`src/rtl/drw_pkg.sv`:
```
package drw_pkg;

    typedef enum logic [1:0] {
        RDY_IDLE   = 2'd0,
        RDY_DELAY  = 2'd1,
        RDY_ONLINE = 2'd2,
        RDY_FAULT  = 2'd3
    } rdy_state_t;

    typedef enum logic [1:0] {
        SK_HOLD    = 2'd0,
        SK_RUN     = 2'd1,
        SK_EXPIRED = 2'd2
    } sk_state_t;

endpackage

```
`src/rtl/drw_seek_timer.sv`:
```
module drw_seek_timer
    import drw_pkg::*;
#(
    parameter int unsigned TMO_CYC = 85_000_000
) (
    input  logic clk,
    input  logic rst,
    input  logic heads_loaded,
    input  logic position_match,
    output logic expired
);

    localparam int unsigned CW = $clog2(TMO_CYC + 1);
    localparam logic [CW-1:0] LAST = CW'(TMO_CYC - 1);

    sk_state_t     state_q, state_d;
    logic [CW-1:0] cnt_q, cnt_d;
    logic          run_ok;

    assign run_ok = position_match & heads_loaded;

    // state register
    always_ff @(posedge clk) begin
        if (rst) begin
            state_q <= SK_HOLD;
            cnt_q   <= '0;
        end else begin
            state_q <= state_d;
            cnt_q   <= cnt_d;
        end
    end

    // next state
    always_comb begin
        state_d = state_q;
        cnt_d   = cnt_q;
        unique case (state_q)
            SK_HOLD: begin
                if (run_ok) begin
                    state_d = SK_RUN;
                    cnt_d   = '0;
                end
            end
            SK_RUN: begin
                if (!run_ok) begin
                    state_d = SK_HOLD;
                    cnt_d   = '0;
                end else if (cnt_q == LAST) begin
                    state_d = SK_EXPIRED;
                end else begin
                    cnt_d = cnt_q + 1'b1;
                end
            end
            SK_EXPIRED: begin
                if (!run_ok) begin
                    state_d = SK_HOLD;
                    cnt_d   = '0;
                end
            end
            default: begin
                state_d = SK_HOLD;
                cnt_d   = '0;
            end
        endcase
    end

    // outputs
    always_comb begin
        expired = (state_q == SK_EXPIRED);
    end

    // no expiry survives a missing run condition
    p_timer_inhibit_r7: assert property (@(posedge clk) disable iff (rst)
        !(position_match && heads_loaded) |=> !expired);

    // count never passes the timeout limit
    p_count_bound_r8: assert property (@(posedge clk) disable iff (rst)
        cnt_q <= LAST);

endmodule

```
`src/rtl/drw_ready_fsm.sv`:
```
module drw_ready_fsm
    import drw_pkg::*;
#(
    parameter int unsigned DLY_CYC = 10_000_000
) (
    input  logic clk,
    input  logic rst,
    input  logic heads_loaded,
    input  logic load_switch,
    input  logic seek_expired,
    output logic drive_ready,
    output logic drive_fault
);

    localparam int unsigned CW = $clog2(DLY_CYC + 1);
    localparam logic [CW-1:0] LAST = CW'(DLY_CYC - 1);

    rdy_state_t    state_q, state_d;
    logic [CW-1:0] cnt_q, cnt_d;
    logic          enable_w;

    assign enable_w = heads_loaded & load_switch;

    // state register
    always_ff @(posedge clk) begin
        if (rst) begin
            state_q <= RDY_IDLE;
            cnt_q   <= '0;
        end else begin
            state_q <= state_d;
            cnt_q   <= cnt_d;
        end
    end

    // next state
    always_comb begin
        state_d = state_q;
        cnt_d   = cnt_q;
        unique case (state_q)
            RDY_IDLE: begin
                if (enable_w) begin
                    state_d = RDY_DELAY;
                    cnt_d   = '0;
                end
            end
            RDY_DELAY: begin
                if (!enable_w) begin
                    state_d = RDY_IDLE;
                end else if (seek_expired) begin
                    state_d = RDY_FAULT;
                end else if (cnt_q == LAST) begin
                    state_d = RDY_ONLINE;
                end else begin
                    cnt_d = cnt_q + 1'b1;
                end
            end
            RDY_ONLINE: begin
                if (!enable_w) begin
                    state_d = RDY_IDLE;
                end else if (seek_expired) begin
                    state_d = RDY_FAULT;
                end
            end
            RDY_FAULT: begin
                if (!enable_w) begin
                    state_d = RDY_IDLE;
                end
            end
            default: state_d = RDY_IDLE;
        endcase
    end

    // outputs
    always_comb begin
        drive_ready = (state_q == RDY_ONLINE);
        drive_fault = (state_q == RDY_FAULT);
    end

    // losing either enable input drops ready and fault
    p_enable_drop_r2: assert property (@(posedge clk) disable iff (rst)
        !enable_w |=> (!drive_ready && !drive_fault));

    // ready only rises while the drive stays enabled
    p_ready_rise_r1: assert property (@(posedge clk) disable iff (rst)
        $rose(drive_ready) |-> $past(enable_w));

    // a fault is always preceded by an expired seek timer
    p_fault_cause_r8: assert property (@(posedge clk) disable iff (rst)
        $rose(drive_fault) |-> $past(seek_expired));

    // fault holds while the drive stays enabled
    p_fault_latch_r10: assert property (@(posedge clk) disable iff (rst)
        (drive_fault && enable_w) |=> drive_fault);

endmodule

```
`src/rtl/drw_status_flags.sv`:
```
module drw_status_flags (
    input  logic clk,
    input  logic rst,
    input  logic drive_ready,
    input  logic position_match,
    input  logic set_cyl_clr,
    output logic attention,
    output logic first_status
);

    always_ff @(posedge clk) begin
        if (rst) begin
            attention <= 1'b0;
        end else if (set_cyl_clr) begin
            attention <= 1'b0;
        end else if (drive_ready && !position_match) begin
            attention <= 1'b1;
        end
    end

    always_ff @(posedge clk) begin
        if (rst) begin
            first_status <= 1'b0;
        end else if (!drive_ready) begin
            first_status <= 1'b1;
        end
    end

    // the clear pulse wins over the set condition
    p_attn_clear_r6: assert property (@(posedge clk) disable iff (rst)
        set_cyl_clr |=> !attention);

    // ready with no pending seek raises attention
    p_attn_set_r5: assert property (@(posedge clk) disable iff (rst)
        (drive_ready && !position_match && !set_cyl_clr) |=> attention);

    // not-ready sets first-status, which then sticks
    p_first_set_r3: assert property (@(posedge clk) disable iff (rst)
        !drive_ready |=> first_status);
    p_first_sticky_r3: assert property (@(posedge clk) disable iff (rst)
        first_status |=> first_status);

endmodule

```
`src/rtl/drive_ready_watchdog.sv`:
```
module drive_ready_watchdog #(
    parameter int unsigned READY_DELAY_CYC  = 10_000_000,
    parameter int unsigned SEEK_TIMEOUT_CYC = 85_000_000
) (
    input  logic clk,
    input  logic rst,
    input  logic heads_loaded,
    input  logic load_switch,
    input  logic position_match,
    input  logic set_cyl_clr,
    output logic drive_ready,
    output logic access_ready,
    output logic attention,
    output logic first_status,
    output logic drive_fault,
    output logic ready_lamp_n,
    output logic fault_lamp_n,
    output logic retract_req
);

    logic seek_expired;
    logic ready_w;
    logic fault_w;

    drw_seek_timer #(.TMO_CYC(SEEK_TIMEOUT_CYC)) seek_i (
        .clk            (clk),
        .rst            (rst),
        .heads_loaded   (heads_loaded),
        .position_match (position_match),
        .expired        (seek_expired)
    );

    drw_ready_fsm #(.DLY_CYC(READY_DELAY_CYC)) ready_i (
        .clk          (clk),
        .rst          (rst),
        .heads_loaded (heads_loaded),
        .load_switch  (load_switch),
        .seek_expired (seek_expired),
        .drive_ready  (ready_w),
        .drive_fault  (fault_w)
    );

    drw_status_flags flags_i (
        .clk            (clk),
        .rst            (rst),
        .drive_ready    (ready_w),
        .position_match (position_match),
        .set_cyl_clr    (set_cyl_clr),
        .attention      (attention),
        .first_status   (first_status)
    );

    // outputs
    always_comb begin
        drive_ready  = ready_w;
        drive_fault  = fault_w;
        access_ready = ready_w & ~position_match;
        ready_lamp_n = ~ready_w;
        fault_lamp_n = ~fault_w;
        retract_req  = fault_w;
    end

    // a retract request always comes with ready withdrawn
    p_retract_not_ready_r9: assert property (@(posedge clk) disable iff (rst)
        retract_req |-> (!drive_ready && !access_ready));

endmodule

```
`config.mk`:
```
export PLATFORM = sky130hd
export DESIGN_NAME = drive_ready_watchdog
export DESIGN_NICKNAME = d
export VERILOG_FILES = /design/src/rtl/drw_pkg.sv /design/src/rtl/drw_seek_timer.sv /design/src/rtl/drw_ready_fsm.sv /design/src/rtl/drw_status_flags.sv /design/src/rtl/drive_ready_watchdog.sv
export SDC_FILE = /design/constraint.sdc
export NUM_CORES = 1
export LEC_CHECK = 0
export BUFFER_PORTS_ARGS = -buffer_cell sky130_fd_sc_hd__buf_2
export CAP_MARGIN = 10
export CORE_UTILIZATION = 55
export CTS_CLUSTER_SIZE = 40
export DETAILED_ROUTE_END_ITERATION = 16
export PLACE_DENSITY = 0.76
export SYNTH_ARGS = -nofsm -noshare
export SYNTH_HDL_FRONTEND = slang
export SYNTH_SLANG_ARGS = --single-unit
```
`constraint.sdc`:
```
create_clock -name clk -period 2.21 [get_ports clk]
set_input_delay 0.442 -clock clk [delete_from_list [all_inputs] [get_ports clk]]
set_output_delay 0.442 -clock clk [all_outputs]
set_load 0.03 [all_outputs]
```
==> flow_metrics.tcl, run 1 <==
set metrics [dict create \
    num_vias 2896 \
    synth_top_family_by_area "simple AND/OR/NAND/NOR gates" \
    vdd_drop_max_uv 464 \
    clock_power_share 0.453 \
    dr.pass1.iters 4 \
    setup_slack_ns 0.136 \
    grt_start_max_net_pins 18 \
    rows 26 \
    grt.total_usage 0.274 \
    setup_violations 0 \
    synth_seq_area_share 0.382 \
    power_mw 2.14 \
    die_height_um 75.7 \
    fin_tns_setup_ns 0 \
    drt-vias-per-instance 6.08 \
    worst-path-buf-inv 0 \
    hold_slack_ns 0.257 \
    fmax_mhz 482 \
    synth-compound-area-share 0.196 \
    hold_buffers 0 \
    root_buffer "clkbuf_8" \
    netlist_instances 366 \
    async_reset_ff_frac 0 \
    p_int_mw 1.66 \
    area_delta_synth_final_pct 16.4 \
    antenna_found_initial 0 \
    synth_xor_area_frac 0.0469 \
    initial_core_util 0.577 \
    ctsResizeCount 0 \
    drive_gt1_frac 0.163 \
    power_leakage_nw 1.19 \
    synth-simple-area-share 0.341 \
    fin_crit_ns 2.07 \
    syn_nets 374 \
    grt_overflow 0 \
    p_comb_frac 0.058 \
    required_ns 2.44 \
    dp_slack_ns 0.0116 \
    drc 0 \
    hold_viol 0 \
    grt_pass1_vias 2617 \
    multi_input_area_um2 1780 \
    p_switching_mw 0.478 \
    finalClockSkew_ns 0.00816 \
    outcome "finished, final reports clean" \
    clk_path_buf_depth 2 \
    totalWireLength_um 7150 \
    rsz0062_at_grt "false" \
    synth.area.mux_share 0 \
    grt_pass1_wl_um 11800 \
    finalMaxSlewViolations 0 \
    worst-endpoint-arrival_ns 2.30 \
    dr_wl_met3_um 280 \
    post-route-period-util 0.938 \
    coreArea_um2 5170 \
    max_stage_delay_ns 0.54 \
    highest-signal-layer "met4" \
    start_kind "register" \
    yosys.area_share.adder 0.00838 \
    drtAntennaViolNets 0 \
    dr_wl_met2_um 3470 \
    cp_max_fo 17 \
    cts_sinks 57 \
    syn_area_um2 2990 \
    yosysWarnings 0 \
    synthFlopType "dfxtp_1" \
    maxCapViolations 0 \
    n_antenna_cell 0 \
    synth_edf_count 0 \
    portBuffers 13 \
    power_density_nw_per_um2 614 \
    regArea_um2 1140 \
    die_x_um 75.7 \
    dieArea_um2 5730 \
    synthDistinctLibCells 58 \
    switching_share 0.224 \
    worstPathCellList "ha_1 -> nand3_2 -> or4_4 -> o211a_4 -> and3_1 -> a221o_1" \
    synth-seq-cells 57 \
    wl_per_cell_um 15.0 \
    relSlewSlack 0.683 \
    cts_tree "built" \
    crit_family "simple AND/OR/NAND/NOR gates" \
    holdCritPathClass "in -> reg" \
    dpl.hpwl_um 5190 \
    avgSynthCellArea_um2 8.16 \
    critPathSlowestCell "or4_4" \
    ios 14 \
    crit_type "reg -> reg" \
    layout.nets 410 \
    post_cts_buffers 0 \
    cp-end-kind "register" \
    numCtsBuffers 9 \
    path_clk_slew_ns 0.06 \
    gp_congestion 0.890 \
    initialDrtViolationCount 188 \
    clkLatencyLatePin_ns 0.34 \
    worst_pin_slew_ns 0.472 \
    htree_levels 3 \
    p_seq_frac 0.489 \
    fill_cells 432 \
    drt-met1-wl_um 3270 \
]
cell usage in the layout, fill, tap and decap left out, types with 3 or more instances in the layout:
cell      instances
a21oi_1          22
a221o_1           3
a31oi_1           8
a41oi_1           4
and2_1            3
and3_1           10
and4_1            4
buf_2            13
buf_4            24
clkbuf_8         11
dfxtp_1          57
inv_1             7
nand2_1          37
nand3_1          12
nand4_1          14
nor2_1           43
nor2b_1           5
nor3_1           13
nor4_1           10
nor4b_1           4
o21a_1            4
o21ai_0          20
or3_1             6
or4_1             5
xnor2_1          10
xor2_1            6
worst register-to-register path: stages (launching register included):
cell	delay, ns
dfxtp_1	0.34
ha_1	0.21
nand3_2	0.09
or4_4	0.54
o211a_4	0.35
and3_1	0.19
a221o_1	0.25
area by class of cell:
cell class | instances | area share
well taps | 70 | 0.0252
clock inverters | 3 | 0.0115
clock buffers | 12 | 0.0446
multi-input cells | 290 | 0.512
inverters | 7 | 0.00756
flip-flops and latches | 57 | 0.328
repair buffers | 37 | 0.0705
stage by stage:
step | util | cells | area (µm²)
global placement | 0.632 | 461 | 3270
finish | 0.672 | 476 | 3480
CTS | 0.669 | 476 | 3460
floorplan | - | 366 | 2990
detailed placement | 0.632 | 461 | 3270
global route | 0.672 | 476 | 3480
layer usage:
| layer | track usage | vias to the layer above |
|---|---|---|
| met5 | 0 | - |
| met2 | 0.458 | 46 |
| met4 | 0.0967 | 0 |
| met1 | 0.331 | 1380 |
| li1 | - | 1455 |
| met3 | 0.0886 | 15 |
registers in the layout, summed over array words and instances, names as in the netlist:
register              cells
flags_i.first_status      1
ready_i.cnt_q            24
seek_i.state_q            2
ready_i.state_q           2
flags_i.attention         1
seek_i.cnt_q             27
power by group through the flow:
stage | combinational (mW) | clock, mW | sequential (mW)
after floorplan | 0.0620 | 0 | 1.07
after global placement | 0.118 | 0 | 1.07
after detailed placement | 0.121 | 0 | 1.07
after CTS | 0.121 | 0.994 | 1.04
after global routing | 0.134 | 1.04 | 1.05
final | 0.124 | 0.966 | 1.05
path summary, 6_finish.rpt:
path	start	end	slack [ns]	cells past startpoint
worst min register to register	flags_i.first_status$_SDFFE_PP0N_	flags_i.first_status$_SDFFE_PP0N_	0.47	2
worst max register to register	ready_i.cnt_q[0]$_SDFFE_PP0P_	ready_i.cnt_q[23]$_SDFFE_PP0P_	0.14	6
worst min-delay path	set_cyl_clr	flags_i.attention$_SDFFE_PP0P_	0.26	2
worst max-delay path	ready_i.cnt_q[0]$_SDFFE_PP0P_	ready_i.cnt_q[23]$_SDFFE_PP0P_	0.14	6
Yosys cell counts, types with 10 or more instances:
cell	n	area share
nand4_1	14	0.029
nand3_1	12	0.020
nor3_1	13	0.022
xnor2_1	10	0.029
dfxtp_1	57	0.38
and3_1	10	0.021
nor4_1	10	0.021
nor2_1	43	0.054
a21oi_1	22	0.037
nand2_1	37	0.047
o21ai_0	21	0.035
cell families (layout without fill, tap and decap cells):
group           after synthesis  count (layout)
simple gates                186             186
buf+inv                      19              59
flops                        57              57
compound gates               86              86
xor+xnor                     16              16
fa+ha+maj                     2               2
No activity file was read; power rests on OpenSTA's default activity.
==> inputs of run 2 (changes only) <==
PLACE_DENSITY = 0.74   (was 0.76)
clock period = 2.48 ns   (was 2.21 ns; I/O delays follow)
==> run 2 against run 1 <==
- sequential power decreased by 11%
- fmax decreased by 12%
- hold slack improved by 0.054 ns
- highest routed layer unchanged
- non-clock buffer count decreased by 10
- power decreased by 15%
==> flow_metrics.tcl, run 2 (synthesized netlist as in run 1, its figures left out) <==
set metrics [dict create \
    outcome "finished, final reports clean" \
    p_seq_frac 0.519 \
    coreArea_um2 5170 \
    p_comb_frac 0.050 \
    worst-endpoint-arrival_ns 2.59 \
    wl_per_cell_um 15.1 \
    mostFrequentLayoutCell "dfxtp_1" \
    ctsResizeCount 0 \
    drc 0 \
    dieArea_um2 5730 \
    clkLatencyLatePin_ns 0.34 \
    reg2reg_depth 6 \
    power_density_nw_per_um2 537 \
    largest_register_ffs 27 \
    grt_pass1_wl_um 11300 \
    start_kind "register" \
    drive_gt1_frac 0.135 \
    fin_area_um2 3360 \
    switching_share 0.234 \
    area_delta_synth_final_pct 12.5 \
    ios 14 \
    die_height_um 75.7 \
    crit_type "reg -> reg" \
    grt_pass1_vias 2419 \
    htree_levels 3 \
    portBuffers 13 \
    mostFrequentLayoutCells "57 x dfxtp_1, 43 x nor2_1, 37 x nand2_1, 22 x a21oi_1, 20 x o21ai_0" \
    grt_overflow 0 \
    cts_sinks 57 \
    drt-vias-per-instance 6.06 \
    top_register "seek_i.cnt_q" \
    grt_start_max_net_pins 24 \
    grt.total_usage 0.264 \
    hold_buffers 0 \
    dp_slack_ns 0.178 \
    clk_path_buf_depth 2 \
    die_x_um 75.7 \
    reg.largest.list "seek_i.cnt_q (27), ready_i.cnt_q (24)" \
    p_int_mw 1.38 \
    n_antenna_cell 0 \
    rsz0062_at_grt "false" \
    initialDrtViolationCount 149 \
    clock_power_share 0.430 \
    path_clk_slew_ns 0.06 \
    layout.nets 400 \
    holdCritPathClass "in -> reg" \
    fin_tns_setup_ns 0 \
    power_leakage_nw 1.13 \
    dpl.hpwl_um 4900 \
    gp_congestion 0.902 \
    cp-end-kind "register" \
    dr.pass1.iters 5 \
    required_ns 2.71 \
    finalClockSkew_ns 0.00622 \
    setup_violations 0 \
    num_vias 2813 \
    maxCapViolations 0 \
    fin_crit_ns 2.36 \
    hold_slack_ns 0.310 \
    cts_tree "built" \
    drtAntennaViolNets 0 \
    vdd_drop_max_uv 425 \
    finalMaxSlewViolations 0 \
    hold_depth 2 \
    relSlewSlack 0.678 \
    root_buffer "clkbuf_8" \
    cp_max_fo 17 \
    setup_slack_ns 0.118 \
    placed_area_um2 3190 \
    numCtsBuffers 9 \
    post-route-period-util 0.952 \
    worst_pin_slew_ns 0.471 \
    hold_viol 0 \
    rows 26 \
    p_switching_mw 0.423 \
    antenna_found_initial 0 \
    post_cts_buffers 0 \
    totalWireLength_um 7000 \
    initial_core_util 0.577 \
    fmax_mhz 423 \
]
[run 2: cell type report]
cell class | instances | area [µm²]
repair buffers | 27 | 170
flip-flops and latches | 57 | 1140
inverters | 7 | 26.3
well taps | 70 | 87.6
clock buffers | 13 | 169
fillers | 460 | 1810
multi-input cells | 290 | 1770
[run 2: final timing paths]
| check | to | start | slack (ns) |
|---|---|---|---|
| worst max-delay path | ready_i.cnt_q[23]$_SDFFE_PP0P_ | ready_i.cnt_q[0]$_SDFFE_PP0P_ | 0.12 |
| worst min-delay path | flags_i.attention$_SDFFE_PP0P_ | set_cyl_clr | 0.31 |
| worst max register to register | ready_i.cnt_q[23]$_SDFFE_PP0P_ | ready_i.cnt_q[0]$_SDFFE_PP0P_ | 0.12 |
| worst min register to register | flags_i.first_status$_SDFFE_PP0N_ | flags_i.first_status$_SDFFE_PP0N_ | 0.46 |
[run 2: through the flow]
stage	power, mW	utilization	instances
floorplan	1.01	-	366
global placement	1.04	0.617	451
detailed placement	1.04	0.617	451
CTS	1.82	0.650	464
global route	1.87	0.650	464
finish	1.81	0.650	464
[run 2: power groups by stage]
stage / Sequential [mW] / Clock [mW] / Combinational [mW]
2_1_floorplan: 0.955 / 0 / 0.0552
3_3_place_gp: 0.954 / 0 / 0.0873
3_5_place_dp: 0.955 / 0 / 0.0885
4_1_cts: 0.935 / 0.799 / 0.0905
5_1_grt: 0.939 / 0.836 / 0.0997
6_report: 0.937 / 0.777 / 0.0909
[run 2: metal layers]
metal,vias to the layer above,global-route usage,wire length (µm),part of all wire
li1,1429,-,-,-
met2,72,0.419,3340,0.48
met3,13,0.0847,331,0.047
met4,0,0.101,113,0.016
met1,1299,0.335,3210,0.46
met5,-,0,0,0
[run 2: critical path, stage by stage (launching register included)]
cell and delay [ns]:
dfxtp_1 0.42, ha_1 0.24, nand3_2 0.16, or4_1 0.63, o211a_4 0.38, and3_1 0.19
a221o_1 0.25
==> inputs of run 3 (changes only) <==
BUFFER_PORTS_ARGS = -buffer_cell sky130_fd_sc_hd__buf_4   (was -buffer_cell sky130_fd_sc_hd__buf_2)
SETUP_SLACK_MARGIN = 0.05   (was unset)
==> run 3 against run 2 <==
- clock power up 22%
- combinational power down 0.8%
- register-to-register slack better by 0.04 ns
- critical endpoint unchanged
- global-route usage up 0.23 points
- critical path type unchanged
- final area up 1.7%
- final cell count up 0.22%
- via count up 2.1%
- first-iteration DRC count up 84%
- critical path depth unchanged
==> flow_metrics.tcl, run 3 (synthesized netlist as in run 1, its figures left out) <==
set metrics [dict create \
    outcome "finished, final reports clean" \
    grt.total_usage 0.266 \
    grt_pass1_wl_um 11200 \
    antenna_found_initial 0 \
    worst-endpoint-arrival_ns 2.55 \
    cp-end-kind "register" \
    wl_per_cell_um 15.4 \
    hold_viol 0 \
    dr.pass1.iters 5 \
    fill_cells 442 \
    grt_start_max_net_pins 24 \
    r2r_start "ready_i.cnt_q[0]$_SDFFE_PP0P_" \
    die_x_um 75.7 \
    portBuffers 13 \
    grt_pass1_vias 2375 \
    use_met1 0.349 \
    holdCritPathClass "in -> reg" \
    crit_type "reg -> reg" \
    layout.nets 398 \
    final_core_util 0.661 \
    rsz0062_at_grt "false" \
    htree_levels 3 \
    post-place-cells 449 \
    finalClockSkew_ns 0.0101 \
    totalWireLength_um 7160 \
    grt_overflow 0 \
    initialDrtViolationCount 274 \
    mostFrequentLayoutCells "57 x dfxtp_1, 43 x nor2_1, 37 x nand2_1, 25 x buf_4, 22 x a21oi_1" \
    cts_sinks 57 \
    drtAntennaViolNets 0 \
    hold_slack_ns 0.307 \
    finalMaxSlewViolations 0 \
    drc 0 \
    dpl.hpwl_um 5000 \
    power_mw 1.97 \
    fmax_mhz 430 \
    grtUsageMet2 0.407 \
    post-route-period-util 0.938 \
    drt-vias-per-instance 6.17 \
    worstSetupStartpoint "ready_i.cnt_q[0]$_SDFFE_PP0P_" \
    initial_core_util 0.577 \
    coreArea_um2 5170 \
    area_delta_synth_final_pct 14.5 \
    rows 26 \
    start_kind "register" \
    ctsResizeCount 0 \
    setup_violations 0 \
    post_cts_buffers 0 \
    drive_gt1_frac 0.137 \
    die_height_um 75.7 \
    clkLatencyLatePin_ns 0.34 \
    hold_buffers 0 \
    grtUsageMet3 0.0635 \
    top_register "seek_i.cnt_q" \
    root_buffer "clkbuf_8" \
    cts_tree "built" \
    min-delay-start "set_cyl_clr" \
    n_antenna_cell 0 \
    gp_congestion 0.924 \
    ios 14 \
    dieArea_um2 5730 \
    relSlewSlack 0.644 \
    fin_crit_ns 2.33 \
    stdcell_count 465 \
    num_vias 2871 \
    vdd_drop_max_uv 489 \
    largest_register_ffs 27 \
    gr-max-usage-layer "met2" \
    required_ns 2.71 \
    path_clk_slew_ns 0.07 \
    clk_path_buf_depth 2 \
    maxCapViolations 0 \
    numCtsBuffers 9 \
    cp_max_fo 17 \
    power_density_nw_per_um2 577 \
    fin_tns_setup_ns 0 \
    mostFrequentLayoutCell "dfxtp_1" \
    worst_pin_slew_ns 0.530 \
    power_leakage_nw 1.15 \
    reg.largest.list "seek_i.cnt_q (27), ready_i.cnt_q (24)" \
]
[run 3: final cells by class]
cell class,count,area (µm²),share of cell area
clock inverter,6,82.6,0.0241
inverter,7,26.3,0.00768
clock buffer,10,128,0.0373
tap,70,87.6,0.0256
timing repair buffer,25,188,0.0549
multi-input combinational,290,1770,0.517
sequential,57,1140,0.334
[run 3: worst paths after layout]
kind	end	slack (ns)	cells after the start
worst max-delay path	ready_i.cnt_q[23]$_SDFFE_PP0P_	0.15	6
worst min-delay path	flags_i.attention$_SDFFE_PP0P_	0.31	2
worst max register to register	ready_i.cnt_q[23]$_SDFFE_PP0P_	0.15	6
worst min register to register	flags_i.first_status$_SDFFE_PP0N_	0.48	2
[run 3: routing by layer]
layer,share of wire,routed length [µm]
met1,0.46,3260
met2,0.47,3360
met3,0.049,353
met4,0.026,185
met5,0,0
[run 3: stage by stage]
step | area [µm²] | worst slack [ns]
floorplan | 2990 | 0.392
global placement | 3210 | 0.231
detailed placement | 3210 | 0.190
CTS | 3420 | 0.185
global route | 3420 | 0.0538
finish | 3420 | 0.155
[run 3: power breakdown]
part           leakage (nW)  total (mW)  switching, mW  internal [mW]
logic                 0.581      0.0902         0.0592         0.0309
clock network         0.106       0.947          0.387          0.560
registers             0.460       0.935         0.0110          0.924
total                  1.15        1.97          0.457           1.52
[run 3: critical path, stage by stage (launching register included)]
cell and delay, ns:
dfxtp_1 0.40, ha_1 0.24, nand3_2 0.14, or4_1 0.62, o211a_4 0.38, and3_1 0.18, a221o_1 0.24
